--- config.mk ---
export PLATFORM = sky130hd
export DESIGN_NAME = lutcell_top
export DESIGN_NICKNAME = d
export VERILOG_FILES = /design/src/rtl/lutcell_pkg.sv /design/src/rtl/lutcell_loader.sv /design/src/rtl/lutcell_read.sv /design/src/rtl/lutcell_flop.sv /design/src/rtl/lutcell_top.sv
export SDC_FILE = /design/constraint.sdc
export NUM_CORES = 1
export LEC_CHECK = 0
export BUFFER_PORTS_ARGS = -buffer_cell sky130_fd_sc_hd__buf_2
export CORE_MARGIN = 3
export CORE_UTILIZATION = 30
export DETAILED_ROUTE_END_ITERATION = 6
export RECOVER_POWER = 25
export SYNTH_ARGS = -nofsm -noshare
export SYNTH_HDL_FRONTEND = slang
export SYNTH_SLANG_ARGS = --single-unit
--- constraint.sdc ---
create_clock -name clk -period 1.5 [get_ports clk]
set_input_delay 0.225 -clock clk [delete_from_list [all_inputs] [get_ports clk]]
set_output_delay 0.225 -clock clk [all_outputs]
set_load 0.01 [all_outputs]
--- src/rtl/lutcell_pkg.sv ---
package lutcell_pkg;

    typedef enum logic [1:0] {
        LD_EMPTY = 2'd0,
        LD_SHIFT = 2'd1,
        LD_READY = 2'd2
    } ld_state_e;

    localparam int CTRL_BITS = 2;

    function automatic int cfg_len(input int k);
        return (1 << k) + CTRL_BITS;
    endfunction

endpackage

--- src/rtl/lutcell_loader.sv ---
module lutcell_loader
    import lutcell_pkg::*;
#(
    parameter int CFG_W = 18
) (
    input  logic             clk,
    input  logic             rst_n,
    input  logic             cfg_en,
    input  logic             cfg_din,
    output logic             cfg_dout,
    output logic             ready,
    output logic [CFG_W-1:0] cfg_bits
);

    localparam int CW = $clog2(CFG_W + 1);
    localparam logic [CW-1:0] LAST = CW'(CFG_W - 1);

    ld_state_e      state_q, state_d;
    logic [CW-1:0]  cnt_q;
    logic           shift_en;
    logic           pass_q;

    // state register
    always_ff @(posedge clk) begin
        if (!rst_n) state_q <= LD_EMPTY;
        else        state_q <= state_d;
    end

    // next state
    always_comb begin
        state_d = state_q;
        unique case (state_q)
            LD_EMPTY: if (cfg_en) state_d = LD_SHIFT;
            LD_SHIFT: if (cfg_en && cnt_q == LAST) state_d = LD_READY;
            LD_READY: state_d = LD_READY;
            default:  state_d = LD_EMPTY;
        endcase
    end

    // state-derived outputs
    always_comb begin
        ready    = 1'b0;
        shift_en = 1'b0;
        unique case (state_q)
            LD_EMPTY: shift_en = cfg_en;
            LD_SHIFT: shift_en = cfg_en;
            LD_READY: ready    = 1'b1;
            default:  shift_en = 1'b0;
        endcase
    end

    // volatile configuration store and bit counter
    always_ff @(posedge clk) begin
        if (!rst_n) begin
            cfg_bits <= '0;
            cnt_q    <= '0;
        end else if (shift_en) begin
            cfg_bits <= {cfg_bits[CFG_W-2:0], cfg_din};
            cnt_q    <= cnt_q + 1'b1;
        end
    end

    // surplus bits pass on once this cell is full
    always_ff @(posedge clk) begin
        if (!rst_n) pass_q <= 1'b0;
        else        pass_q <= (ready && cfg_en) ? cfg_din : 1'b0;
    end

    assign cfg_dout = pass_q;

    p_done_sticky_r2: assert property (@(posedge clk) disable iff (!rst_n)
        ready |=> ready);

    p_cfg_frozen_r9: assert property (@(posedge clk) disable iff (!rst_n)
        ready |=> $stable(cfg_bits));

    p_idle_hold_r2: assert property (@(posedge clk) disable iff (!rst_n)
        (!ready && !cfg_en) |=> $stable(cfg_bits));

endmodule

--- src/rtl/lutcell_read.sv ---
module lutcell_read #(
    parameter int K = 4
) (
    input  logic [(1<<K)-1:0] table_i,
    input  logic [K-1:0]      addr_i,
    output logic              bit_o
);

    localparam int ENTRIES = 1 << K;

    logic [ENTRIES-1:0] hit;

    for (genvar i = 0; i < ENTRIES; i++) begin : g_entry
        assign hit[i] = table_i[i] && (addr_i == K'(i));
    end

    assign bit_o = |hit;

endmodule

--- src/rtl/lutcell_flop.sv ---
module lutcell_flop (
    input  logic clk,
    input  logic rst_n,
    input  logic cap_en,
    input  logic clr_req,
    input  logic d,
    output logic q
);

    always_ff @(posedge clk) begin
        if (!rst_n)       q <= 1'b0;
        else if (cap_en)  q <= clr_req ? 1'b0 : d;
    end

    p_no_capture_r7: assert property (@(posedge clk) disable iff (!rst_n)
        !cap_en |=> $stable(q));

    p_clear_r6: assert property (@(posedge clk) disable iff (!rst_n)
        (cap_en && clr_req) |=> !q);

    p_follow_r5: assert property (@(posedge clk) disable iff (!rst_n)
        (cap_en && !clr_req) |=> q == $past(d));

endmodule

--- src/rtl/lutcell_top.sv ---
module lutcell_top
    import lutcell_pkg::*;
#(
    parameter int K = 4
) (
    input  logic         clk,
    input  logic         rst_n,
    input  logic         cfg_en,
    input  logic         cfg_din,
    output logic         cfg_dout,
    output logic         cfg_done,
    input  logic [K-1:0] lut_in,
    input  logic         ff_clr,
    output logic         cell_out
);

    localparam int ENTRIES = 1 << K;
    localparam int CFG_W   = cfg_len(K);
    localparam int SEL_POS = CFG_W - 1;
    localparam int CLR_POS = CFG_W - 2;

    logic [CFG_W-1:0]   cfg_bits;
    logic [ENTRIES-1:0] table_bits;
    logic               ready;
    logic               reg_mode;
    logic               clr_allow;
    logic               lut_bit;
    logic               ff_q;

    lutcell_loader #(.CFG_W(CFG_W)) u_loader (
        .clk      (clk),
        .rst_n    (rst_n),
        .cfg_en   (cfg_en),
        .cfg_din  (cfg_din),
        .cfg_dout (cfg_dout),
        .ready    (ready),
        .cfg_bits (cfg_bits)
    );

    assign reg_mode   = cfg_bits[SEL_POS];
    assign clr_allow  = cfg_bits[CLR_POS];
    assign table_bits = cfg_bits[ENTRIES-1:0];

    lutcell_read #(.K(K)) u_read (
        .table_i (table_bits),
        .addr_i  (lut_in),
        .bit_o   (lut_bit)
    );

    lutcell_flop u_flop (
        .clk     (clk),
        .rst_n   (rst_n),
        .cap_en  (ready),
        .clr_req (clr_allow && ff_clr),
        .d       (lut_bit),
        .q       (ff_q)
    );

    always_comb begin
        cell_out = 1'b0;
        if (ready) cell_out = reg_mode ? ff_q : lut_bit;
    end

    assign cfg_done = ready;

    p_blank_low_r7: assert property (@(posedge clk) disable iff (!rst_n)
        !cfg_done |-> !cell_out);

    p_pass_on_r8: assert property (@(posedge clk) disable iff (!rst_n)
        (cfg_done && cfg_en) |=> cfg_dout == $past(cfg_din));

    p_quiet_load_r8: assert property (@(posedge clk) disable iff (!rst_n)
        !cfg_done |=> !cfg_dout);

endmodule

==> results by group, run 1 <==
Run status
  • Outcome: complete, but fails checks
  • Violated checks: negative setup slack

Synth
  • Synth Warn #: 0
  • Yosys top cell area share: 44.86%
  • FF+latch count, synth: 27
  • Synth top area cells: dfxtp_1 (45%), nand2_1 (12%), mux4_1 (8.7%), a21oi_1 (8.3%), ha_1 (5.2%)
  • Syn Inst Count: 134
  • Synthesized area: 1205 sq um
  • Mean Syn Cell Area: 8.992 sq um
  • Sequential area share after synthesis: 44.86%
  • Synth cell count leaders: nand2_1 (39), dfxtp_1 (27), a21oi_1 (20)
  • Net Count, Synth: 148
  • Async set-reset flop share out of synthesis: 0%
  • Count of different cell masters after synthesis: 25
  • Most frequent cell after synthesis: nand2_1
  • Synth area leader: dfxtp_1
  • Post-synth EDFFs: 0
  • Most common flop cell mapped by yosys: dfxtp_1

Global route
  • Largest net degree at the start of global routing: 19
  • Vias in the first global route: 979
  • Grt total ovfl: 0
  • First-pass GRT wire length: 4347 um
  • Initial antenna violation count: 0
  • Total global-route track usage: 11.23%

Drt
  • Routed Antenna Nets: 0
  • Wire per inst: 11.99 um
  • Total wire length: 2530 um
  • First-pass DRT Iterations: 4
  • Vias: 993
  • Vias per cell: 4.706
  • # DRC: 0
  • Starting DRT DRC Count: 62

Placed design
  • Final HPWL DP: 1855 um
  • Number of port buffers: 11
  • Final GP Congestion: 0.7472

STA
  • F_max: 561.5 MHz
  • Post-route worst setup slack: -0.2808 ns
  • Final hold violations: 0
  • Final setup viols: 1
  • Final min period: 1.781 ns
  • Unrepaired setup endpoints after global routing: true
  • Final Max Slew Viols: 0
  • Slew headroom: 75.93%
  • Hold WS: 0.1912 ns
  • Clock Skew: 0.001566 ns
  • Worst-Margin Slew: 0.3562 ns
  • Period utilization: 118.7%

Cells and area
  • Area of the multi-input gates: 635.6 sq um
  • Layout area overhead: 26.38%
  • Post-layout util: 40.38%
  • FF+latch area: 554.3 sq um
  • Share of cells above drive strength 1: 36.20%
  • Final net count: 178
  • # fillers: 379
  • N_diodes: 0

Hold path
  • Hold Path Class: input pin to register
  • Hold path depth: 3
  • Hold path endpoint: u_loader.cfg_bits[0]$_SDFFE_PN0P_
  • Hold_sp: cfg_din

Floorplanning
  • Die ar.: 4813 sq um
  • Core area: 3771 sq um
  • Row count: 22
  • I/O Pins: 12
  • Initial core utilization: 31.95%
  • Chip height: 69.38 um
  • Die W: 69.38 um

Critical path
  • Startpoint types: register
  • CP Capture Type: output port
  • CP Cell Sequence: mux4_2 > mux2i_1 > mux2_4 > o21ai_2 > buf_2
  • FF-to-FF End: u_loader.cfg_bits[3]$_SDFFE_PN0P_
  • Setup CP Type: register to output port
  • Worst Path Required: 1.27 ns
  • Reg2Reg Launch Point: u_loader.state_q[0]$_SDFFE_PN0P_
  • R2R Setup Slk: 0.04 ns
  • R2R depth: 6
  • Critical path peak fanout: 2
  • Crit-path max cell delay: 0.46 ns
  • Arr. time, crit path: 1.56 ns
  • Slowest CP cell: mux4_2

Job
  • MaxCap Viol Count: 0

Pwr
  • Leak: 0.5788 nW
  • Final total power: 1.556 mW
  • VDD IR-drop max: 411.4 uV
  • Pwr dens: 1022 nW/um^2

Clock tree
  • Worst-case clock buffer depth: 2
  • H-tree Lvls: 1
  • Clock buffer count from CTS: 3
  • Reg clk slew, reported paths: 0.09 ns
  • CTS tree: built
  • Clk root buf: clkbuf_8
  • Clk Latency, worst-skew pair: 0.27 ns
  • Num Clock Sinks: 27
-- final cells by class --
type                    instances  area share (%)
clock buffers                   4           2.958
inverters                       5           1.233
multi-input cells              97           41.74
flip-flops and latches         27           36.40
well taps                      48           3.944
repair buffers                 30           13.72
-- cells by family (layout without fill, tap and decap cells) --
group                    after synthesis  count (layout)  synth area share, %
AND/OR/NAND/NOR                       54              54                19.21
AO/OA/AOI/OAI                         27              27                12.88
flip-flops                            27              27                44.86
buffers and inverters                 10              39                3.323
multiplexers                           7               7                11.63
adder cells (fa/ha/maj)                5               5                5.192
XOR/XNOR                               4               4                2.908
-- sequential cells by signal, summed over array words and instances, names as in the netlist --
register,count
u_loader.cfg_bits,18
u_loader.cnt_q,5
u_loader.state_q,2
u_flop.q,1
u_loader.cfg_dout,1
-- metrics by stage --
| stage | std cells | setup WS, ns | instance area [sq um] | setup TNS [ns] |
|---|---|---|---|---|
| after floorplan | 134 | 0.03084 | 1205 | 0 |
| after global placement | 203 | -0.1307 | 1424 | -0.1307 |
| after detailed placement | 203 | -0.1819 | 1424 | -0.2147 |
| after CTS | 210 | -0.3048 | 1485 | -0.3048 |
| after global routing | 211 | -0.3684 | 1523 | -2.111 |
| final | 211 | -0.2808 | 1523 | -0.2808 |
-- critical path, delay by kind of cell, from the launching register on --
kind,cells,cell delay [ns]
muxes,3,0.78
DFF,1,0.33
buffers and inverters,1,0.13
AOI/OAI and AO/OA,1,0.04
-- cell usage in the layout, fill, tap and decap left out, drive strengths merged, types with 4 or more instances in the layout --
master / netlist / routed
a21oi: 20 / 20
buf: 2 / 29
clkbuf: 3 / 5
dfxtp: 27 / 27
ha: 5 / 5
inv: 5 / 5
mux4: 4 / 4
nand2: 39 / 39
nor2: 5 / 5
-- where the power goes --
| part | switching [mW] | total [mW] | leakage, nW | internal (mW) |
|---|---|---|---|---|
| logic | 0.205 | 0.369 | 0.333 | 0.165 |
| clock network | 0.215 | 0.405 | 0.0228 | 0.190 |
| registers | 0.0271 | 0.782 | 0.224 | 0.754 |
| total | 0.446 | 1.56 | 0.579 | 1.11 |
-- timing repair --
action,in CTS,in global routing
hold buffers,0,0
gates resized for setup,11,15
pin swaps,1,1
buffers inserted,3,1
endpoints found under the setup margin,1,24
-- worst max-delay path by stage --
stage                                      startpoint                            endpoint  cells past startpoint
global placement                            lut_in[0]                            cell_out                      6
detailed placement                          lut_in[0]                            cell_out                      6
finish              u_loader.cfg_bits[7]$_SDFFE_PN0P_                            cell_out                      5
floorplan            u_loader.state_q[0]$_SDFFE_PN0P_  u_loader.cfg_bits[17]$_SDFFE_PN0P_                      7
global route        u_loader.cfg_bits[7]$_SDFFE_PN0P_                            cell_out                      5
CTS                 u_loader.cfg_bits[5]$_SDFFE_PN0P_                            cell_out                      5
-- routing by layer --
layer	vias up	GRT usage, %	part of all wire, %
li1	510	-	-
met1	462	12.97	43
met2	16	18.54	50
met3	5	3.478	4.9
met4	0	5.857	2.1
met5	-	0	0
(Power assumes the default switching activity.)
==> inputs of run 2 (changes only) <==
--- a/config.mk
+++ b/config.mk
@@ -5,7 +5,7 @@
 export SDC_FILE = /design/constraint.sdc
 export NUM_CORES = 1
 export LEC_CHECK = 0
-export BUFFER_PORTS_ARGS = -buffer_cell sky130_fd_sc_hd__buf_2
+export BUFFER_PORTS_ARGS = -buffer_cell sky130_fd_sc_hd__buf_4
 export CORE_MARGIN = 3
 export CORE_UTILIZATION = 30
 export DETAILED_ROUTE_END_ITERATION = 6
==> run 2 against run 1 <==
Net effect: the flow still finishes with violations (negative setup slack); power shrank 2.0%; via count grew 0.60%; highest routed layer unchanged; utilization grew 0.066 points; combinational power shrank 7.0%; clock skew grew 0.0039 ns; sequential share of layout area shrank 0.060 points; wire length shrank 4.7%; maximum frequency shrank 0.20%; sequential cell count is the same; register-to-register slack is essentially flat; final cell count shrank 0.95%; critical path depth is the same.
==> results by group, run 2 (synthesis results as in run 1) <==
Drt
  • First-pass DRT Iterations: 4 (unchanged)
  • Wire per inst: 11.54 um (was 11.99 um)
  • Routed Antenna Nets: 0 (unchanged)
  • Vias: 999 (was 993)
  • # DRC: 0 (unchanged)
  • Starting DRT DRC Count: 46 (was 62)
  • Vias per cell: 4.780 (was 4.706)
  • Total wire length: 2411 um (was 2530 um)

Floorplanning
  • Core area: 3771 sq um (unchanged)
  • Die ar.: 4813 sq um (unchanged)
  • Initial core utilization: 31.95% (unchanged)
  • Row count: 22 (unchanged)
  • Chip height: 69.38 um (unchanged)
  • I/O Pins: 12 (unchanged)
  • Die W: 69.38 um (unchanged)

Clock tree
  • Clk Latency, worst-skew pair: 0.27 ns (about the same)
  • CTS tree: built (unchanged)
  • H-tree Lvls: 1 (unchanged)
  • Num Clock Sinks: 27 (unchanged)
  • Clock buffer count from CTS: 3 (unchanged)
  • CTS Hold Bufs: 0 (unchanged)
  • Reg clk slew, reported paths: 0.09 ns (about the same)
  • Clk root buf: clkbuf_8 (unchanged)
  • Worst-case clock buffer depth: 2 (unchanged)

Placed design
  • Placed standard-cell area: 1451 sq um (was 1424 sq um)
  • Final HPWL DP: 1724 um (was 1855 um)
  • Setup WS pre-CTS: -0.1268 ns (was -0.1819 ns)
  • Number of port buffers: 11 (unchanged)
  • Final GP Congestion: 0.7954 (was 0.7472)

Global route
  • Total global-route track usage: 10.70% (was 11.23%)
  • Largest net degree at the start of global routing: 19 (unchanged)
  • M2 GR Usage: 16.95% (was 18.54%)
  • First-pass GRT wire length: 4278 um (was 4347 um)
  • GRT Max-Usage Layer: met2 (unchanged)
  • Initial antenna violation count: 0 (unchanged)
  • Met3 Track Usage GR: 4.058% (was 3.478%)
  • Grt total ovfl: 0 (unchanged)
  • Vias in the first global route: 994 (was 979)
  • Routing usage on met1: 12.65% (was 12.97%)

Pwr
  • Clock power share: 26.4% (was 26.0%)
  • Int Pwr: 1.097 mW (was 1.110 mW)
  • Leak: 0.5762 nW (was 0.5788 nW)
  • Switching Power: 428.5 uW (was 446.5 uW)
  • Pwr dens: 1000 nW/um^2 (was 1022 nW/um^2)
  • Comb pwr share: 22.5% (was 23.7%)
  • Switching share of total power: 28.10% (was 28.69%)
  • VDD IR-drop max: 407.7 uV (was 411.4 uV)
  • Sequential fraction of design power: 51.1% (was 50.2%)

Critical path
  • Startpoint types: register (unchanged)
  • Critical path peak fanout: 2 (unchanged)
  • FF-to-FF End: u_loader.cfg_bits[4]$_SDFFE_PN0P_ (was u_loader.cfg_bits[3]$_SDFFE_PN0P_)
  • Arr. time, crit path: 1.56 ns (about the same)
  • Reg2Reg Launch Point: u_loader.state_q[0]$_SDFFE_PN0P_ (unchanged)
  • Worst Path Required: 1.27 ns (about the same)
  • CP Capture Type: output port (unchanged)
  • R2R depth: 6 (unchanged)
  • Setup CP Type: register to output port (unchanged)
  • R2R Setup Slk: 0.05 ns (was 0.04 ns)

Run status
  • Violated checks: negative setup slack (unchanged)
  • Outcome: complete, but fails checks (unchanged)

Cells and area
  • Most common cell after layout, fill and taps aside: nand2_1 (unchanged)
  • Largest register FFs: 18 (unchanged)
  • Final net count: 176 (was 178)
  • Most frequent cells in the layout: nand2_1 (38), buf_4 (26), a21oi_1 (19) (was nand2_1 (38), a21oi_1 (18), buf_4 (18))
  • Largest regs: u_loader.cfg_bits: 18 flops, u_loader.cnt_q: 5 flops, u_loader.state_q: 2 flops (unchanged)
  • Share of cells above drive strength 1: 33.54% (was 36.20%)
  • Design Area, Final: 1525 sq um (was 1523 sq um)
  • N_diodes: 0 (unchanged)
  • Top reg by flops: u_loader.cfg_bits (unchanged)
  • Layout area overhead: 26.58% (was 26.38%)

STA
  • F_max: 560.4 MHz (was 561.5 MHz)
  • Final hold violations: 0 (unchanged)
  • Post-route worst setup slack: -0.2843 ns (was -0.2808 ns)
  • Unrepaired setup endpoints after global routing: true (unchanged)
  • Period utilization: 119.0% (was 118.7%)
  • Slew headroom: 78.96% (was 75.93%)
  • Clock Skew: 0.005440 ns (was 0.001566 ns)
  • Final min period: 1.784 ns (was 1.781 ns)
  • Worst-Margin Slew: 0.3156 ns (was 0.3562 ns)
  • Sum of negative setup slack: -0.2843 ns (was -0.2808 ns)
  • Final setup viols: 1 (unchanged)
  • Final Max Slew Viols: 0 (unchanged)

Hold path
  • Hold path depth: 3 (unchanged)
  • Hold Path Class: input pin to register (unchanged)
  • Hold path endpoint: u_loader.cfg_bits[0]$_SDFFE_PN0P_ (unchanged)
  • Hold_sp: cfg_din (unchanged)

Job
  • MaxCap Viol Count: 0 (unchanged)
==> run 2: what timing repair did <==
| action | in CTS | in global routing |
|---|---|---|
| pin swaps | 1 | 1 |
| endpoints found under the setup margin | 1 | 24 |
| gates resized for setup | 14 | 10 |
| buffers inserted | 2 | 0 |
==> run 2: final cells by class <==
cell class                      count  area, sq um
Sequential cell                    27        554.3
Fill cell                         373         2246
Multi-Input combinational cell     97        628.1
Clock buffer                        4        45.04
Tap cell                           48        60.06
Timing Repair Buffer               28        219.0
Inverter                            5        18.77
==> run 2: metrics by stage <==
step	instances	hold slack [ns]	util (%)	power [mW]
final	209	0.2205	40.44	1.525
after global routing	209	0.2302	40.44	1.610
after CTS	209	0.2125	40.01	1.527
after detailed placement	203	0.4637	38.49	1.125
after global placement	203	0.4489	38.49	1.110
after floorplan	134	0.3610	-	0.9998
==> run 2: worst max-delay path: stages (launching register included) <==
cell and delay (ns):
dfxtp_2 0.34, mux4_2 0.45, mux2i_1 0.15, mux2_4 0.17, o21ai_2 0.05, buf_4 0.14
==> run 2: how the worst max path moves through the flow <==
stage / from / end / cells after the start
floorplan: u_loader.state_q[0]$_SDFFE_PN0P_ / u_loader.cfg_bits[17]$_SDFFE_PN0P_ / 7
global placement: lut_in[0] / cell_out / 6
detailed placement: lut_in[0] / cell_out / 6
CTS: u_loader.cfg_bits[3]$_SDFFE_PN0P_ / cell_out / 5
global route: u_loader.cfg_bits[4]$_SDFFE_PN0P_ / cell_out / 5
finish: u_loader.cfg_bits[14]$_SDFFE_PN0P_ / cell_out / 5
==> run 2: routing by layer <==
metal  vias up  part of all wire (%)
met4         0                   2.5
met2        18                    46
met1       465                    46
met5         -                     0
li1        508                     -
met3         8                   5.7
==> run 2: power by group through the flow <==
stage               sequential, mW  clock (mW)  combinational, mW
floorplan                    0.789           0              0.211
global placement             0.792           0              0.318
detailed placement           0.794           0              0.331
CTS                          0.778       0.415              0.333
global route                 0.785       0.439              0.386
finish                       0.779       0.403              0.343
